[src/rtl/mem_read_pkg.sv]
package mem_read_pkg;

  typedef enum logic [2:0] {
    ST_IDLE,
    ST_ADDR,
    ST_SENSE,
    ST_REL,
    ST_PUSH,
    ST_PUSH_RTZ,
    ST_CACK
  } rd_state_e;

endpackage

[src/rtl/mrc_addr_map.sv]
module mrc_addr_map #(
  parameter int CNT_W     = 4,
  parameter int ADDR_W    = 12,
  parameter int NUM_CH    = 4,
  parameter int ADDR_STEP = 4
) (
  input  logic [CNT_W-1:0]  cnt_i,
  output logic              hit_o,
  output logic [ADDR_W-1:0] addr_o,
  output logic [NUM_CH-1:0] sel_o
);

  localparam int PROD_W = CNT_W + ADDR_W;

  logic [PROD_W-1:0] prod;

  assign hit_o = (cnt_i != '0) && (PROD_W'(cnt_i) <= PROD_W'(NUM_CH));
  assign prod  = PROD_W'(cnt_i) * PROD_W'(ADDR_STEP);
  assign addr_o = prod[ADDR_W-1:0];

  for (genvar g = 0; g < NUM_CH; g++) begin : g_sel
    assign sel_o[g] = (PROD_W'(cnt_i) == PROD_W'(g + 1));
  end

endmodule

[src/rtl/mrc_settle_dly.sv]
// Loop-back delay standing in for the memory's missing address acknowledge.
module mrc_settle_dly #(
  parameter int DLY = 2
) (
  input  logic clk_i,
  input  logic rst_ni,
  input  logic req_i,
  output logic ack_o
);

  if (DLY <= 1) begin : g_one
    logic q;
    always_ff @(posedge clk_i or negedge rst_ni) begin
      if (!rst_ni) q <= 1'b0;
      else         q <= req_i;
    end
    assign ack_o = q;
  end else begin : g_line
    logic [DLY-1:0] sh;
    always_ff @(posedge clk_i or negedge rst_ni) begin
      if (!rst_ni) sh <= '0;
      else         sh <= {sh[DLY-2:0], req_i};
    end
    assign ack_o = sh[DLY-1];
  end

endmodule

[src/rtl/mrc_seq.sv]
module mrc_seq
  import mem_read_pkg::*;
#(
  parameter int ADDR_W = 12,
  parameter int DATA_W = 32,
  parameter int NUM_CH = 4
) (
  input  logic              clk_i,
  input  logic              rst_ni,
  input  logic              cnt_req_i,
  input  logic              hit_i,
  input  logic [ADDR_W-1:0] map_addr_i,
  input  logic [NUM_CH-1:0] map_sel_i,
  input  logic              settled_i,
  input  logic              dv_i,
  input  logic [DATA_W-1:0] dout_i,
  input  logic              push_ack_i,
  output logic              cnt_ack_o,
  output logic [ADDR_W-1:0] addr_o,
  output logic              addr_req_o,
  output logic              se_o,
  output logic [DATA_W-1:0] word_o,
  output logic [NUM_CH-1:0] sel_o,
  output logic              push_o
);

  rd_state_e st_q;
  logic      sense_ack;

  assign sense_ack = se_o & dv_i;

  always_ff @(posedge clk_i or negedge rst_ni) begin
    if (!rst_ni) begin
      st_q       <= ST_IDLE;
      cnt_ack_o  <= 1'b0;
      addr_o     <= '0;
      addr_req_o <= 1'b0;
      se_o       <= 1'b0;
      word_o     <= '0;
      sel_o      <= '0;
      push_o     <= 1'b0;
    end else begin
      unique case (st_q)
        ST_IDLE: if (cnt_req_i) begin
          if (hit_i) begin
            addr_o     <= map_addr_i;
            sel_o      <= map_sel_i;
            addr_req_o <= 1'b1;
            st_q       <= ST_ADDR;
          end else begin
            cnt_ack_o  <= 1'b1;
            st_q       <= ST_CACK;
          end
        end
        ST_ADDR: if (settled_i) begin
          se_o <= 1'b1;
          st_q <= ST_SENSE;
        end
        ST_SENSE: if (sense_ack) begin
          word_o <= dout_i;
          se_o   <= 1'b0;
          st_q   <= ST_REL;
        end
        // sense ack is low once se_o is low; address channel returns to zero
        ST_REL: begin
          addr_req_o <= 1'b0;
          if (!addr_req_o && !settled_i) begin
            push_o <= 1'b1;
            st_q   <= ST_PUSH;
          end
        end
        ST_PUSH: if (push_ack_i) begin
          push_o <= 1'b0;
          st_q   <= ST_PUSH_RTZ;
        end
        ST_PUSH_RTZ: if (!push_ack_i) begin
          cnt_ack_o <= 1'b1;
          st_q      <= ST_CACK;
        end
        ST_CACK: if (!cnt_req_i) begin
          cnt_ack_o <= 1'b0;
          st_q      <= ST_IDLE;
        end
        default: st_q <= ST_IDLE;
      endcase
    end
  end

endmodule

[src/rtl/mrc_push_demux.sv]
module mrc_push_demux #(
  parameter int NUM_CH = 4
) (
  input  logic              push_i,
  input  logic [NUM_CH-1:0] sel_i,
  input  logic [NUM_CH-1:0] rd_ack_i,
  output logic [NUM_CH-1:0] rd_req_o,
  output logic              ack_o
);

  for (genvar g = 0; g < NUM_CH; g++) begin : g_ch
    assign rd_req_o[g] = push_i & sel_i[g];
  end

  assign ack_o = |(rd_ack_i & sel_i);

endmodule

[src/rtl/mem_read_ctrl.sv]
module mem_read_ctrl #(
  parameter int CNT_W     = 4,
  parameter int ADDR_W    = 12,
  parameter int DATA_W    = 32,
  parameter int NUM_CH    = 4,
  parameter int ADDR_STEP = 4,
  parameter int SETUP_CYC = 2
) (
  input  logic              clk_i,
  input  logic              rst_ni,
  input  logic              cnt_req_i,
  input  logic [CNT_W-1:0]  cnt_val_i,
  output logic              cnt_ack_o,
  output logic [ADDR_W-1:0] mem_addr_o,
  output logic              addr_req_o,
  output logic              se_o,
  input  logic              dv_i,
  input  logic [DATA_W-1:0] dout_i,
  output logic [NUM_CH-1:0] rd_req_o,
  input  logic [NUM_CH-1:0] rd_ack_i,
  output logic [DATA_W-1:0] rd_data_o
);

  logic              hit;
  logic [ADDR_W-1:0] map_addr;
  logic [NUM_CH-1:0] map_sel;
  logic [NUM_CH-1:0] sel_q;
  logic              settled;
  logic              push;
  logic              push_ack;

  mrc_addr_map #(
    .CNT_W(CNT_W), .ADDR_W(ADDR_W), .NUM_CH(NUM_CH), .ADDR_STEP(ADDR_STEP)
  ) u_map (
    .cnt_i (cnt_val_i),
    .hit_o (hit),
    .addr_o(map_addr),
    .sel_o (map_sel)
  );

  mrc_settle_dly #(.DLY(SETUP_CYC)) u_settle (
    .clk_i (clk_i),
    .rst_ni(rst_ni),
    .req_i (addr_req_o),
    .ack_o (settled)
  );

  mrc_seq #(.ADDR_W(ADDR_W), .DATA_W(DATA_W), .NUM_CH(NUM_CH)) u_seq (
    .clk_i     (clk_i),
    .rst_ni    (rst_ni),
    .cnt_req_i (cnt_req_i),
    .hit_i     (hit),
    .map_addr_i(map_addr),
    .map_sel_i (map_sel),
    .settled_i (settled),
    .dv_i      (dv_i),
    .dout_i    (dout_i),
    .push_ack_i(push_ack),
    .cnt_ack_o (cnt_ack_o),
    .addr_o    (mem_addr_o),
    .addr_req_o(addr_req_o),
    .se_o      (se_o),
    .word_o    (rd_data_o),
    .sel_o     (sel_q),
    .push_o    (push)
  );

  mrc_push_demux #(.NUM_CH(NUM_CH)) u_demux (
    .push_i  (push),
    .sel_i   (sel_q),
    .rd_ack_i(rd_ack_i),
    .rd_req_o(rd_req_o),
    .ack_o   (push_ack)
  );

endmodule

[config.mk]
export PLATFORM = sky130hd
export DESIGN_NAME = mem_read_ctrl
export DESIGN_NICKNAME = d
export VERILOG_FILES = /design/src/rtl/mem_read_pkg.sv /design/src/rtl/mrc_addr_map.sv /design/src/rtl/mrc_settle_dly.sv /design/src/rtl/mrc_seq.sv /design/src/rtl/mrc_push_demux.sv /design/src/rtl/mem_read_ctrl.sv
export SDC_FILE = /design/constraint.sdc
export NUM_CORES = 1
export LEC_CHECK = 0
export ABC_AREA = 1
export CORE_MARGIN = 5
export CORE_UTILIZATION = 41
export DETAILED_ROUTE_END_ITERATION = 10
export GPL_TIMING_DRIVEN = 0
export PLACE_DENSITY = 0.76
export RECOVER_POWER = 100
export SLEW_MARGIN = 20
export SYNTH_ARGS = -nofsm -noshare
export SYNTH_HDL_FRONTEND = slang
export SYNTH_HIERARCHICAL = 1
export SYNTH_SLANG_ARGS = --single-unit
export TNS_END_PERCENT = 10
[constraint.sdc]
create_clock -name clk_i -period 1.2 [get_ports clk_i]
set_input_delay 0.12 -clock clk_i [delete_from_list [all_inputs] [get_ports clk_i]]
set_output_delay 0.12 -clock clk_i [all_outputs]
set_load 0.05 [all_outputs]
* Word level (Yosys, flattened, before mapping)
Index checks and enable logic that the tools add are counted.
** Operators by class
- Reduce and logical (&&, ||, !) cells :: 18
- Mux-type cells :: 23
- Equality and inequality tests :: 19
- Bitwise gates (word level) :: 6
- $lt $le $gt $ge :: 1
** Operators by type and width (count)
- 3-bit 2-to-1 mux :: 8
- 3-bit one-hot mux with 7 select lines :: 1
- 2-bit != test (second input constant) :: 6
- 3-bit AND reduction :: 4
- 1-bit 2-to-1 mux :: 10
- 3-bit equality test (second input constant) :: 3
- 4-bit by 2-bit equality test with 1-bit output (second input constant) :: 2
- 7-bit AND reduction :: 1
- 3-bit by 2-bit equality test with 1-bit output (second input constant) :: 2
- 2-bit by 1-bit != test with 1-bit output (second input constant) :: 3
- 1-bit one-hot mux with 2 select lines :: 3
- 2-bit nonzero test :: 3
- 1-bit bitwise AND :: 5
- 5-bit AND reduction :: 1
- 4-bit bitwise AND :: 1
- 4-bit by 1-bit equality test with 1-bit output (second input constant) :: 1
- 4-bit by 3-bit equality test with 1-bit output (second input constant) :: 1
- 4-bit by 3-bit <= comparator with 1-bit output (second input constant) :: 1
- 4-bit nonzero test :: 1
- 4-bit OR reduction :: 1
- 3-bit by 1-bit equality test with 1-bit output (second input constant) :: 1
- 3-bit logical NOT :: 1
- 1-bit one-hot mux with 3 select lines :: 1
- 3-bit nonzero test :: 1
- other kinds (3) :: 5
** Storage, ports and cells
- Bits of input ports :: 44
- Register bits after elaboration :: 49
- Word-level logic and storage cells :: 76
- Output and inout bits :: 51

* Longest topological paths before layout
Gate-level depths: netlist (run 1).
- Depth after elaboration :: 5
- Gate-level depth with buffers :: 11
- Mapped depth without buffers :: 11

* Modules after synthesis
The synthesis (run 1) kept the hierarchy.
** By module, submodules not included
- mrc_seq :: cells each 277, times used 1, area an instance 2481.1 um^2, seq. area each 1376.3 um^2
- mrc_addr_map :: cells each 27, times used 1, area an instance 150.1 um^2, seq. area each 0.0 um^2
- mrc_push_demux :: cells each 17, times used 1, area an instance 63.8 um^2, seq. area each 0.0 um^2
- mrc_settle_dly :: cells each 2, times used 1, area an instance 50.0 um^2, seq. area each 50.0 um^2

* Least setup slack after synthesis (run 1)
No wires, ideal clock.
- Kind :: register to register
- Start point :: reg u_seq.se_o
- End point :: reg u_seq.st_q[2]
- Cell stages (with the launch flop) :: 8
- Library setup time :: 0.116 ns
- Setup slack :: -0.266 ns
- Period minus slack after synthesis :: 1.466 ns
- Required time :: 1.084 ns
- Arrival :: 1.349 ns
- Path buffers :: 0
- Path through :: dfrtp_1 > nand2_1 > nand3_1 > nand2_1 > nor2_2 > nand2_2 > nand2_1 > nand2_1
** On the way
- Word-level cells in the longest chain between the ends :: 3
** RTL lines
- from (decl) :: RTL line mrc_seq.sv:21 : output logic se_o,
- from (signal assigned) :: RTL line mrc_seq.sv:38 : se_o <= 1'b0;
- from (signal assigned) :: RTL line mrc_seq.sv:56 : se_o <= 1'b1;
- from (signal assigned) :: RTL line mrc_seq.sv:61 : se_o <= 1'b0;
- 1-bit bitwise AND :: RTL line mrc_seq.sv:30 : assign sense_ack = se_o & dv_i;
- 2-bit by 1-bit != test with 1-bit output (no source line)
- 7-bit AND reduction (no source line)
- to (signal assigned) :: RTL line mrc_seq.sv:34 : st_q <= ST_IDLE;
- to (signal assigned) :: RTL line mrc_seq.sv:49 : st_q <= ST_ADDR;
- to (signal assigned) :: RTL line mrc_seq.sv:52 : st_q <= ST_CACK;
- to (decl) :: RTL line mrc_seq.sv:27 : rd_state_e st_q;
Every way passes these cells.
A chain may end at the register's enable or synchronous reset.

* Final worst setup path (run 1)
- Start point :: reg u_seq.st_q[0]
- End point :: reg u_seq.addr_o[3]
** On the way
- Word-level cells in the longest chain between the ends :: 2
** RTL lines
- 3-bit logical NOT :: RTL line mrc_seq.sv:43 : unique case (st_q)
- 3-bit AND reduction (no source line)
- to (signal assigned) :: RTL line mrc_seq.sv:46 : addr_o <= map_addr_i;
- to (decl) :: RTL line mrc_seq.sv:19 : output logic [ADDR_W-1:0] addr_o,
Every way passes these cells.

==> results.py, run 1 <==
metrics = {
    "drt": {
        "route.detailed.drc": 0,
        "drt_wl_total_um": 6770,
        "vias_per_cell": 4.52,
        "drt_iter0_markers": 61,
        "wire_per_inst_um": 12.7,
        "ant_nets": 0,
        "via_count": 2399,
        "firstDrtPassIters": 4,
    },
    "critical_path": {
        "startpoint_type": "flop",
        "r2r_setup_slack_ns": -0.17,
        "reg2reg_to": "u_seq/addr_o[3]",
        "crit_path_max_fanout": 10,
        "setup.worst_path.end_class": "flop",
        "r2r-start": "u_seq/st_q[0]",
        "r2r_cells": 8,
        "cp.required_ns": 1.43,
        "critPathKind": "flop to flop",
        "arrival_ns": 1.59,
    },
    "timing": {
        "tightest_slew_ns": 0.684,
        "tns_ns": -4.86,
        "fin_hold_ws_ns": 0.103,
        "fmax_ghz": 0.732,
        "slew-limit-headroom_pct": 54.4,
        "hold_viol_final": 0,
        "finalSetupViolCount": 53,
        "fin_worst_skew_ns": 0.0131,
        "period_needed_ns": 1.37,
        "layout_setup_ws_ns": -0.167,
        "period_share_pct": 114,
        "slew_violations": 0,
        "rsz0062_at_grt": "true",
    },
    "pwr": {
        "peakVddDrop_v": 0.00184,
        "seqPwrFrac_pct": 28.4,
        "p_sw_uw": 5900,
        "swShare_pct": 51.0,
        "power_leakage_uw": 0.00214,
        "internal-power_uw": 5670,
        "clockPowerShare_pct": 14.9,
        "p_comb_share_pct": 56.7,
        "powerDensity_nw_per_um2": 2870,
    },
    "logic_synthesis": {
        "synth_top_area_share_pct": 52.0,
        "ys_types": 22,
        "async_flop_share_pct": 100,
        "ys_warn_count": 6,
        "yosysMostFrequentCell": "nand2_1",
        "netlist_instances": 323,
        "synth_area_leaders": "dfrtp_1 (52%), nand2_1 (20%), o21ai_2 (5.1%)",
        "synth_edf_count": 0,
        "synth_common_cells": "nand2_1 (147), dfrtp_1 (57), inv_1 (32)",
        "synth_area_um2": 2750,
        "syn_area_per_cell_um2": 8.50,
        "synth-seq-cells": 57,
        "synth-main-ff-cell": "dfrtp_1",
        "post-synth-top-area-cell": "dfrtp_1",
        "ys_seq_area_share_pct": 52.0,
    },
    "die": {
        "chipWidth_um": 91.8,
        "fp-row-count": 29,
        "die_h_um": 91.8,
        "io_pins": 95,
        "core_region_area_um2": 6420,
        "initial_core_util_pct": 42.7,
        "dieArea_um2": 8430,
    },
    "global_routing": {
        "antenna_found_initial": 0,
        "grt_use_total_pct": 16.2,
        "grt_pass1_vias": 2332,
        "grt_max_degree": 56,
        "grt_pass1_wl_um": 10800,
        "globalRoute.totalOverflow": 0,
    },
    "clocking": {
        "cts_max_path_buffers": 2,
        "cts_tree": "yes",
        "clkLatencyLatePin_ns": 0.35,
        "cts_sinks": 57,
        "clock-root-buffer": "clkbuf_8",
        "htreeDepth": 3,
        "clkTransAtPathRegs_ns": 0.06,
        "cts_made_buffers": 9,
    },
    "final_layout": {
        "antenna_cells": 0,
        "fin_cells": 531,
        "drive_gt1_share_pct": 32.6,
        "final_net_count": 493,
        "synthToLayoutAreaGrowth_pct": 46.9,
    },
    "outcome": {
        "status": "finished with violations",
        "violations": "setup timing",
    },
    "placement": {
        "portBuffers": 94,
        "gp_congestion": 0.794,
        "dp.cells": 502,
        "dpl.hpwl_um": 4770,
    },
    "worst_hold_path": {
        "holdCritPathClass": "primary input to async pin",
    },
    "job": {
        "maxCapViolations": 0,
    },
}
==> critical path: stages, from the launching register on <==
cell and delay (ns):
dfrtp_1 0.37, buf_6 0.14, nor2_4 0.13, nand2_2 0.09, inv_4 0.08, nand3_4 0.13
buf_6 0.19, nand2_1 0.07, o21ai_2 0.05
==> what timing repair did <==
| action | 4_1_cts | 5_1_grt |
|---|---|---|
| buffers inserted | 1 | 10 |
| pin swaps | 3 | 2 |
| endpoints found under the hold margin | 57 | 0 |
| gates cloned | 0 | 1 |
| hold buffers | 1 | 0 |
| gates resized for setup | 214 | 41 |
| endpoints found under the setup margin | 100 | 85 |
==> cell families after synthesis <==
group | share of synthesized area [%]
simple gates | 28.1
buf+inv | 12.8
flops | 52.0
compound gates | 7.06
other cells | 0.137
==> cell usage in the layout, fill, tap and decap left out, drive strengths merged, types with 2 or more instances in the layout <==
master / netlist / routed
conb: 1 / 8
inv: 36 / 37
clkbuf: 0 / 43
clkinv: 1 / 5
dfrtp: 57 / 57
a21oi: 3 / 3
nand4: 2 / 2
nand3: 15 / 15
nor2: 14 / 14
o21ai: 20 / 20
clkdlybuf4s50: 0 / 42
buf: 24 / 43
nand2: 149 / 149
clkdlybuf4s15: 0 / 13
==> routing by layer <==
| metal | GRT usage [%] | routed length (um) | vias to the layer above |
|---|---|---|---|
| met4 | 6.31 | 121 | 0 |
| met1 | 18.8 | 2860 | 1092 |
| met5 | 0 | 0 | - |
| met3 | 6.30 | 558 | 12 |
| met2 | 27.1 | 3230 | 85 |
| li1 | - | - | 1210 |
==> stage by stage <==
stage / setup slack (ns) / total power [uW] / area (um2) / util, %
after floorplan: -0.0180 / 7900 / 2790 / -
after global routing: -0.224 / 12300 / 4030 / 62.8
after global placement: -2.03 / 9980 / 3830 / 59.6
after detailed placement: -0.365 / 10100 / 3850 / 60.0
after CTS: -0.128 / 11600 / 4010 / 62.4
final: -0.167 / 11600 / 4030 / 62.8
==> worst max-delay path by stage <==
stage | startpoint | endpoint | slack [ns]
floorplan | u_seq/st_q[0] | u_seq/addr_o[6] | -0.02
global placement | rst_ni | u_seq/addr_req_o | -2.03
detailed placement | cnt_val_i[2] | u_seq/addr_o[7] | -0.36
CTS | u_seq/st_q[0] | u_seq/addr_o[7] | -0.13
global route | u_seq/st_q[0] | u_seq/addr_o[3] | -0.22
finish | u_seq/st_q[0] | u_seq/addr_o[3] | -0.17
==> power groups by stage <==
stage	Clock, uW	Sequential [uW]	Combinational (uW)
floorplan	0	5790	2110
CTS	1780	3260	6530
global placement	0	3260	6720
finish	1720	3290	6560
detailed placement	0	3290	6840
global route	1890	3390	7000
==> flip-flops by register name, indices dropped and copies added, names as in the netlist <==
name / cells
u_seq/word_o: 32
u_seq/addr_o: 12
u_seq/sel_o: 4
u_seq/st_q: 3
u_settle/g_line.sh: 2
u_seq/addr_req_o: 1
u_seq/cnt_ack_o: 1
u_seq/push_o: 1
u_seq/se_o: 1
==> layout make-up <==
class	count	area, um2
fill	582	2390
multi-input combinational	212	1030
inverter	37	149
clock buffer	10	128
clock inverter	6	58.8
sequential	57	1430
timing repair buffer	108	915
buffer	24	223
tap	77	96.3
Power figures use the tool's default switching activity.
==> inputs of run 2 (changes only) <==
--- a/config.mk
+++ b/config.mk
@@ -6,9 +6,11 @@
 export NUM_CORES = 1
 export LEC_CHECK = 0
 export ABC_AREA = 1
+export CAP_MARGIN = 20
 export CORE_MARGIN = 5
 export CORE_UTILIZATION = 41
 export DETAILED_ROUTE_END_ITERATION = 10
+export GPL_ROUTABILITY_DRIVEN = 0
 export GPL_TIMING_DRIVEN = 0
 export PLACE_DENSITY = 0.76
 export RECOVER_POWER = 100
==> results of run 2 <==
Same layout as run 1: the final DEF is identical, and so are final timing and power.
